===== config.mk =====
export PLATFORM = sky130hd
export DESIGN_NAME = cmd_frame_rx
export DESIGN_NICKNAME = d
export VERILOG_FILES = /design/src/rtl/cfr_pkg.sv /design/src/rtl/cfr_sync.sv /design/src/rtl/cfr_shift.sv /design/src/rtl/cfr_judge.sv /design/src/rtl/cmd_frame_rx.sv
export SDC_FILE = /design/constraint.sdc
export NUM_CORES = 1
export LEC_CHECK = 0
export BUFFER_PORTS_ARGS = -buffer_cell sky130_fd_sc_hd__buf_2
export CAP_MARGIN = 15
export CORE_ASPECT_RATIO = 0.8
export CORE_MARGIN = 4
export CORE_UTILIZATION = 56
export CTS_CLUSTER_SIZE = 30
export DETAILED_ROUTE_END_ITERATION = 10
export GPL_TIMING_DRIVEN = 0
export PLACE_DENSITY = 0.76
export SLEW_MARGIN = 25
export SYNTH_ARGS = -nofsm -noshare
export SYNTH_HDL_FRONTEND = slang
export SYNTH_SLANG_ARGS = --single-unit

===== constraint.sdc =====
create_clock -name clk -period 5 [get_ports clk]
set_clock_uncertainty 0.15 [all_clocks]
set_input_delay 1 -clock clk [delete_from_list [all_inputs] [get_ports clk]]
set_output_delay 1 -clock clk [all_outputs]
set_load 0.01 [all_outputs]

===== src/rtl/cfr_pkg.sv =====
`timescale 1ns/1ps
package cfr_pkg;
   localparam int OP_W = 5;

   typedef enum logic [OP_W-1:0] {
      OP_IDLE       = 5'b00000,
      OP_IDENT      = 5'b00001,
      OP_SEEK_AT    = 5'b00010,
      OP_SEEK       = 5'b00011,
      OP_WAKE       = 5'b00100,
      OP_HALT       = 5'b00110,
      OP_HALT_SLEEP = 5'b00111
   } cfr_op_e;

   typedef enum logic [1:0] {
      V_OK  = 2'd0,
      V_LEN = 2'd1,
      V_OP  = 2'd2,
      V_RNG = 2'd3
   } cfr_verdict_e;

   function automatic logic op_known(input logic [OP_W-1:0] op);
      case (op)
         OP_IDLE, OP_IDENT, OP_SEEK_AT, OP_SEEK,
         OP_WAKE, OP_HALT, OP_HALT_SLEEP: op_known = 1'b1;
         default:                         op_known = 1'b0;
      endcase
   endfunction

   function automatic logic op_takes_sector(input logic [OP_W-1:0] op);
      op_takes_sector = (op == OP_SEEK_AT);
   endfunction
endpackage


===== src/rtl/cfr_sync.sv =====
`timescale 1ns/1ps
module cfr_sync #(
   parameter int             STAGES  = 2,
   parameter int             WIDTH   = 3,
   parameter logic [WIDTH-1:0] RST_VAL = '0
) (
   input  logic             clk,
   input  logic             rst_n,
   input  logic [WIDTH-1:0] d,
   output logic [WIDTH-1:0] q
);
   logic [STAGES-1:0][WIDTH-1:0] chain_q;

   always_ff @(posedge clk or negedge rst_n) begin
      if (!rst_n) begin
         for (int s = 0; s < STAGES; s++) chain_q[s] <= RST_VAL;
      end else begin
         chain_q[0] <= d;
         for (int s = 1; s < STAGES; s++) chain_q[s] <= chain_q[s-1];
      end
   end

   assign q = chain_q[STAGES-1];
endmodule


===== src/rtl/cfr_shift.sv =====
`timescale 1ns/1ps
module cfr_shift #(
   parameter int FRAME_W = 20,
   parameter int CNT_W   = 5
) (
   input  logic               clk,
   input  logic               rst_n,
   input  logic               start,
   input  logic               bit_en,
   input  logic               bit_in,
   output logic [FRAME_W-1:0] frame,
   output logic [CNT_W-1:0]   count
);
   localparam logic [CNT_W-1:0] SAT = CNT_W'(FRAME_W + 1);

   always_ff @(posedge clk or negedge rst_n) begin
      if (!rst_n) begin
         frame <= '0;
         count <= '0;
      end else begin
         if (start)                       count <= '0;
         else if (bit_en && count != SAT) count <= count + 1'b1;
         if (bit_en) frame <= {frame[FRAME_W-2:0], bit_in};
      end
   end
endmodule


===== src/rtl/cfr_judge.sv =====
`timescale 1ns/1ps
module cfr_judge
   import cfr_pkg::*;
#(
   parameter int ADDR_W      = 15,
   parameter int SECTORS     = 1280,
   parameter bit RANGE_CHECK = 1'b1,
   parameter int CNT_W       = 5,
   localparam int FRAME_W    = OP_W + ADDR_W
) (
   input  logic [FRAME_W-1:0] frame,
   input  logic [CNT_W-1:0]   count,
   output cfr_verdict_e       verdict
);
   logic [OP_W-1:0]   op;
   logic [ADDR_W-1:0] addr;
   logic              beyond;

   assign op   = frame[FRAME_W-1 -: OP_W];
   assign addr = frame[ADDR_W-1:0];

   generate
      if (RANGE_CHECK && (SECTORS < (1 << ADDR_W))) begin : g_range
         localparam logic [ADDR_W:0] LIMIT = (ADDR_W+1)'(SECTORS);
         assign beyond = ({1'b0, addr} >= LIMIT);
      end else begin : g_no_range
         assign beyond = 1'b0;
      end
   endgenerate

   always_comb begin
      if (count != CNT_W'(FRAME_W))                 verdict = V_LEN;
      else if (!op_known(op))                       verdict = V_OP;
      else if (op_takes_sector(op) && beyond)       verdict = V_RNG;
      else                                          verdict = V_OK;
   end
endmodule


===== src/rtl/cmd_frame_rx.sv =====
`timescale 1ns/1ps
module cmd_frame_rx
   import cfr_pkg::*;
#(
   parameter int ADDR_W      = 15,
   parameter int SECTORS     = 1280,
   parameter int SYNC_STAGES = 2,
   parameter bit RANGE_CHECK = 1'b1
) (
   input  logic              clk,
   input  logic              rst_n,
   input  logic              spi_sclk,
   input  logic              spi_cs_n,
   input  logic              spi_sdi,
   output logic              cmd_valid,
   output logic [OP_W-1:0]   cmd_op,
   output logic [ADDR_W-1:0] cmd_addr,
   output logic              err_len,
   output logic              err_op,
   output logic              err_range
);
   localparam int FRAME_W = OP_W + ADDR_W;
   localparam int CNT_W   = $clog2(FRAME_W + 2);

   generate
      if (SYNC_STAGES < 2) begin : g_bad_sync
         $error("cmd_frame_rx: SYNC_STAGES must be at least 2");
      end
      if (SECTORS < 1 || SECTORS > (1 << ADDR_W)) begin : g_bad_sectors
         $error("cmd_frame_rx: SECTORS must lie in 1 .. 2**ADDR_W");
      end
   endgenerate

   logic [2:0]         pins_s;
   logic               cs_s, sclk_s, sdi_s;
   logic               cs_q, sclk_q;
   logic               frame_start, frame_end, bit_take;
   logic [FRAME_W-1:0] frame;
   logic [CNT_W-1:0]   count;
   cfr_verdict_e       verdict;

   cfr_sync #(.STAGES(SYNC_STAGES), .WIDTH(3), .RST_VAL(3'b100)) i_sync (
      .clk(clk), .rst_n(rst_n),
      .d({spi_cs_n, spi_sclk, spi_sdi}), .q(pins_s)
   );
   assign {cs_s, sclk_s, sdi_s} = pins_s;

   always_ff @(posedge clk or negedge rst_n) begin
      if (!rst_n) begin
         cs_q   <= 1'b1;
         sclk_q <= 1'b0;
      end else begin
         cs_q   <= cs_s;
         sclk_q <= sclk_s;
      end
   end

   assign frame_start = cs_q & ~cs_s;
   assign frame_end   = ~cs_q & cs_s;
   assign bit_take    = ~cs_s & sclk_s & ~sclk_q;

   cfr_shift #(.FRAME_W(FRAME_W), .CNT_W(CNT_W)) i_shift (
      .clk(clk), .rst_n(rst_n), .start(frame_start),
      .bit_en(bit_take), .bit_in(sdi_s), .frame(frame), .count(count)
   );

   cfr_judge #(.ADDR_W(ADDR_W), .SECTORS(SECTORS), .RANGE_CHECK(RANGE_CHECK),
               .CNT_W(CNT_W)) i_judge (
      .frame(frame), .count(count), .verdict(verdict)
   );

   always_ff @(posedge clk or negedge rst_n) begin
      if (!rst_n) begin
         cmd_valid <= 1'b0;
         err_len   <= 1'b0;
         err_op    <= 1'b0;
         err_range <= 1'b0;
         cmd_op    <= '0;
         cmd_addr  <= '0;
      end else begin
         cmd_valid <= 1'b0;
         err_len   <= 1'b0;
         err_op    <= 1'b0;
         err_range <= 1'b0;
         if (frame_end) begin
            case (verdict)
               V_OK: begin
                  cmd_valid <= 1'b1;
                  cmd_op    <= frame[FRAME_W-1 -: OP_W];
                  cmd_addr  <= frame[ADDR_W-1:0];
               end
               V_LEN:   err_len   <= 1'b1;
               V_OP:    err_op    <= 1'b1;
               default: err_range <= 1'b1;
            endcase
         end
      end
   end
endmodule


* Yosys cells after proc, flatten, opt, wreduce, memory -nomap -nowiden
Index checks and enable logic that the tools add are counted.
** Operators by class
- Add/sub/neg operators :: 1
- Magnitude comparators :: 1
- Equality and inequality tests :: 10
- Muxes and demuxes :: 15
- Bitwise operators :: 7
- Reductions and logical operators :: 8
** Operator list (number)
- $eq 5x3->1 const B :: 3
- $ge 15x11->1 const B :: 1
- $eq 5x2->1 const B :: 2
- $mux 1 :: 10
- $mux 5 :: 2
- $ne 5x5->1 const B :: 2
- $reduce_or 7->1 :: 1
- $mux 2 :: 3
- $add 5x1->5 const B :: 1
- $eq 5x1->1 const B :: 1
- $logic_not 5->1 :: 1
- $and 1x1->1 :: 4
- $not 1->1 :: 3
- $reduce_or 3->1 :: 1
- $eq 2x1->1 const B :: 1
- $eq 2x2->1 const B :: 1
- $logic_and 1x1->1 :: 2
- $logic_not 2->1 :: 1
- $reduce_and 2->1 :: 1
- $reduce_bool 2->1 :: 1
** Word-level totals
- Register bits after elaboration :: 57
- Bits of input ports :: 5
- Output and inout port bits :: 24
- Logic and storage cells :: 54

* Logic depth before layout (Yosys ltp)
- Word-level depth :: 10
- Mapped depth :: 7
- Depth with buffers taken out :: 6

* Cells and area by module
Synthesis repeated with hierarchy kept, for this count alone.
** Second synthesis, totals
- Cells, all modules :: 144
- Area total of the unflattened synthesis :: 2248.4 um2
** By module, submodules not included
- cfr_shift :: instances 1, cells each 72, area each 1023.5 um2
- cmd_frame_rx :: instances 1, cells each 54, area each 972.2 um2
- cfr_sync :: instances 1, cells each 9, area each 175.2 um2
- cfr_judge :: instances 1, cells each 9, area each 77.6 um2

* Least setup slack after synthesis
OpenSTA, ideal clock, no wires.
- Kind :: register -> register
- From :: register i_shift.frame[19]
- To :: register cmd_addr[0]
- Setup time :: 125 ps
- Arrival :: 1745 ps
- Required time :: 4725 ps
- Path slack :: 2980 ps
- Cell stages (with the launch flop) :: 6
- Cell sequence :: dfrtp_1 > or3_4 > a2111oi_4 > nor3_2 > buf_6 > mux2_4
** Between the ends
- Longest elaborated chain between the ends :: 8
- Elaborated cells on any way between the ends :: 16
- Those cells by class :: eq/ne (6); mux (5); reduce/logical (5)
** Ends and longest elaborated chain
- start: declaration :: RTL line cfr_shift.sv:11 : output logic [FRAME_W-1:0] frame,
- start signal: assignment :: RTL line cfr_shift.sv:23 : if (bit_en) frame <= {frame[FRAME_W-2:0], bit_in};
- $eq 5x1->1 (tied with other cells) :: RTL line cfr_pkg.sv:23 : case (op)
- $reduce_or 7->1 :: RTL line cfr_pkg.sv:23
- $mux 1 :: RTL line cfr_pkg.sv:23
- $mux 1 :: RTL line cfr_judge.sv:32 : if (count != CNT_W'(FRAME_W)) verdict = V_LEN;
- $mux 2 (*) :: RTL line cfr_judge.sv:33 : else if (!op_known(op)) verdict = V_OP;
- $mux 2 (*) :: RTL line cfr_judge.sv:32
- $logic_not 2->1 (*) :: RTL line cmd_frame_rx.sv:86 : case (verdict)
- $reduce_and 2->1 (no source line) (*)
- end signal: assignment :: RTL line cmd_frame_rx.sv:90 : cmd_addr <= frame[ADDR_W-1:0];
- end: declaration :: RTL line cmd_frame_rx.sv:17 : output logic [ADDR_W-1:0] cmd_addr,
Mark *: on every way between the ends. The rest lies on a longest branch, timed or not. The select of a mux whose other input is x is not followed.
A chain may end at the register's enable or synchronous reset.

* Worst setup path after layout
- From :: register i_shift.frame[15]
- To :: register cmd_addr[7]
Same word-level chain as after synthesis.

==> results <==
- The global-route wire length before repair is between 6000 and 7000 um.
- The number of antenna violations at the first check in global routing came to 0.
- The highest ir drop seen on vdd is 0.254 mV.
- The number of antenna cells inserted is 0.
- The cell area that synthesis handed to floorplanning was 2240 um2.
- The internal power component is approximately 0.00077 W.
- The footprint of the flip-flops and latches is about 1400 um2.
- The area inside the core boundary is 3830 um2.
- The switching power total is roughly 0.00022 W.
- Setup repair after global routing left no endpoint under its margin.
- The buffers plus inverters on the worst setup path is 1.
- Setup total negative slack on the finished layout was measured at 0 ns.
- The share of total power dissipated in the clock network is 0.410.
- The top fanout value on the critical path is 10.
- The final count of hold timing violations is 0.
- The type of the worst min-delay path is flip-flop to flip-flop.
- The die is 64.6 um tall.
- The number of setup buffers added after CTS is 0.
- In this run the remaining antenna-violating nets after routing total 0.
- Relative to the synthesized area, the layout overhead comes to 17.8%.
- The flow ran to the end, and the final reports show no timing, DRC or antenna violations.
- The area share of the leading cell type in the synthesized netlist is 0.602.
- The routed length per instance is 15.5 um.
- The data arrival at the endpoint of the critical path is 2.23 ns.
- The critical path is of the flip-flop to flip-flop type.
- In the final layout, the share of cells above drive strength 1 is 0.478.
- Buffers inserted during clock tree synthesis total 9.
- The number of distinct library cell variants in the gate-level netlist after synthesis is 30.
- Hold repair after CTS inserted 0 buffers.
- For this run, asynchronously set or reset flops after synthesis account for 1.00.
- The top-level I/O count is 29.
- The footprint of the multi-input gates is just under 800 um2.
- From left edge to right edge, the die measures approximately 79 um.
- For the worst setup path, the data required time is 5.06 ns.
- The overall via count from detail_route is about 1300.
- After detailed routing, the number of remaining DRC violations is 0.
- In this run the static leakage power is 1.33 nW.
- The synthesized area per cell is around 16 um2.
- Entering global routing, the biggest net connects between 50 and 60 pins.
- In this run, post-CTS repair resized a total of 0 instances.
- Of the total power, the share spent switching nets is 0.220.
- The number of max-slew violations in the final report was 0.
- The relative max-transition margin is 0.552.
- CTS built an H-tree with a depth of 3.
- The TritonCTS clock tree is done.
- The reported max-cap violation count is 0.
- The floorplan step defined a die boundary enclosing approximately 5000 um2.
- The dominant register cell in the synthesized netlist is dfrtp_1.
- The site row count is 20.
- The count of filler cells inserted in the layout is ~280.
- The dominant cell type by area after synthesis is dfrtp_1.
- The wire-length estimate of the detail-placed layout is 2470 um.
- The number of enable flip-flop cells after synthesis is 0.
- Routability-driven placement finished with a final weighted congestion of ~0.78.
- The worst setup path is captured at a flip-flop.
- In the synthesized netlist, the cells that appear most often are dfrtp_1 (54), mux2_2 (19), mux2_4 (17).
- STA classifies the critical path startpoint as a flip-flop.
- Clock tree synthesis found a total of 57 sinks.
- The effective utilization at floorplan is 0.586.
- Dividing total power by cell area gives a power density of between 300 and 400 nW/um2.
- In the routed layout, each cell is associated on average with a via count of roughly 5.3.
- The setup-violating endpoint count in the final report is 0.
- The largest stage delay on the critical path is 0.47 ns.
- The placed instances occupy a cell area of roughly 2500 um2.
- The finished cells cover between 2000 and 3000 um2.
- The first detailed-routing pass took 4 iterations.
- The kind of cell adding the most delay to the critical path is simple AND/OR/NAND/NOR gates.
- Among all cell types in the netlist, the one instantiated most often is dfrtp_1.
- The global-route usage over all layers is 0.174.
- The number of global-route vias before repair is roughly 1400.
- After detailed routing, the total wire length is around 3700 um.
- The layout net count is about 190.
- Clock-pin slew was measured on the worst setup and hold paths at around 0.060 ns.
- Yosys attributes the largest share of cell area to dfrtp_1 (60%), mux2_4 (11%), mux2_2 (9.5%).
- In this run, synthesis produced a sequential element count of 57.
- The synthesized netlist net count is 148.
- The transition time of the tightest slew-check pin is about 0.67 ns.
- The worst-path cell with the longest stage delay is a2111oi_4.
- The total number of yosys warnings is 0.
- The clock latency on the worst-skew pair is 0.33 ns.
- The first routing iteration left 54 violations.
- The combinational power share is 0.058.
- In the finished design, the share of the clock period the worst path needs comes to 0.434.
- The root buffer cell chosen for the clock tree is clkbuf_8.
- The count of buffers from port buffering is 28.
- The number of buffers between clock root and the deepest sink is 2.
- The critical path goes through or3_4 -> a2111oi_4 -> nor3_2 -> buf_6 -> mux2_4.
- Synthesis produced 140 cells.
- Of the total power, registers draw 0.532.
- Static timing analysis puts the maximum clock frequency at 461 MHz.
- The overflow left after global routing is 0.
- The post-synthesis sequential area ratio is 0.637.
- The final critical-path required period is 2.17 ns.
cells by family after synthesis:
logic type      after synthesis  share of synthesized area
compound gates                6                     0.0290
mux                          36                      0.209
simple gates                 26                     0.0725
buf+inv                       8                     0.0201
xor+xnor                      4                     0.0156
fa+ha+maj                     3                     0.0167
flops                        57                      0.637
power by group through the flow:
stage,Combinational (W),Sequential [W],Clock (W)
2_1_floorplan,0.0000413,0.000526,0
3_3_place_gp,0.0000545,0.000531,0
3_5_place_dp,0.0000592,0.000535,0
4_1_cts,0.0000597,0.000527,0.000423
5_1_grt,0.0000660,0.000533,0.000449
6_report,0.0000578,0.000528,0.000407
worst register-to-register path, cell delays in order, from the launching register on:
cell	delay (ns)
dfrtp_1	0.42
or3_4	0.40
a2111oi_4	0.47
nor3_2	0.13
buf_6	0.19
mux2_4	0.31
through the flow:
step                setup WS [ns]   util  instances  power, W  hold WS [ns]
finish                       2.83  0.691        239  0.000992         0.203
global route                 2.70  0.691        239   0.00105         0.213
CTS                          2.79  0.691        239   0.00101         0.200
detailed placement           2.80  0.642        223  0.000595         0.193
global placement             2.82  0.641        223  0.000586         0.182
floorplan                    2.98      -        140  0.000568         0.181
layer usage:
| layer | wire length, um | vias to the layer above | GRT usage |
|---|---|---|---|
| met1 | 1580 | 647 | 0.196 |
| li1 | - | 571 | - |
| met5 | 0 | - | 0 |
| met3 | 231 | 4 | 0.0944 |
| met4 | 25 | 0 | 0.0808 |
| met2 | 1880 | 37 | 0.270 |
cells in the final DEF, fill, tap and decap left out:
master,count
a2111oi_4,1
mux2_4,17
clkinv_2,2
a311o_2,1
nand4_1,1
buf_2,27
nand3_1,3
bufinv_16,1
mux2_2,19
dfrtp_1,54
nor3b_1,2
ha_1,3
dfstp_2,3
nand3b_1,1
xnor2_1,1
o32a_2,1
nor3_2,1
nor3_1,1
buf_6,2
a21oi_1,1
nor2_1,5
nand2_1,3
nor2b_1,3
or3_4,1
nor3b_2,1
and3_1,1
xor2_1,3
o21ai_0,2
nand4b_1,1
buf_4,1
nor4_1,1
clkbuf_8,10
and4b_1,1
clkbuf_1,5
inv_1,4
layout make-up:
cell class	count	share of cell area
multi-input combinational	75	0.291
inverter	4	0.00568
clock inverter	3	0.0151
sequential	57	0.541
clock buffer	13	0.0563
timing repair buffer	28	0.0539
buffer	4	0.0114
tap	55	0.0260
final timing paths:
kind                                        start          endpoint  slack, ns  cells after the start
worst max-delay path            i_shift.frame[15]       cmd_addr[7]       2.83                      5
worst min register to register  i_sync.chain_q[0]       i_sync.q[0]       0.20                      0
min in group asynchronous                   rst_n       cmd_addr[8]       0.55                      1
worst min-delay path            i_sync.chain_q[0]       i_sync.q[0]       0.20                      0
worst max register to register  i_shift.frame[15]       cmd_addr[7]       2.83                      5
max in group asynchronous                   rst_n  i_shift.frame[4]       3.69                      1
flip-flops by register name (all words and copies together), names as in the netlist:
register / cells
i_sync.chain_q: 3
cmd_addr: 15
cs_q: 1
err_range: 1
err_len: 1
err_op: 1
i_shift.frame: 20
i_sync.q: 3
sclk_q: 1
cmd_valid: 1
cmd_op: 5
i_shift.count: 5
Power figures use the tool's default switching activity.
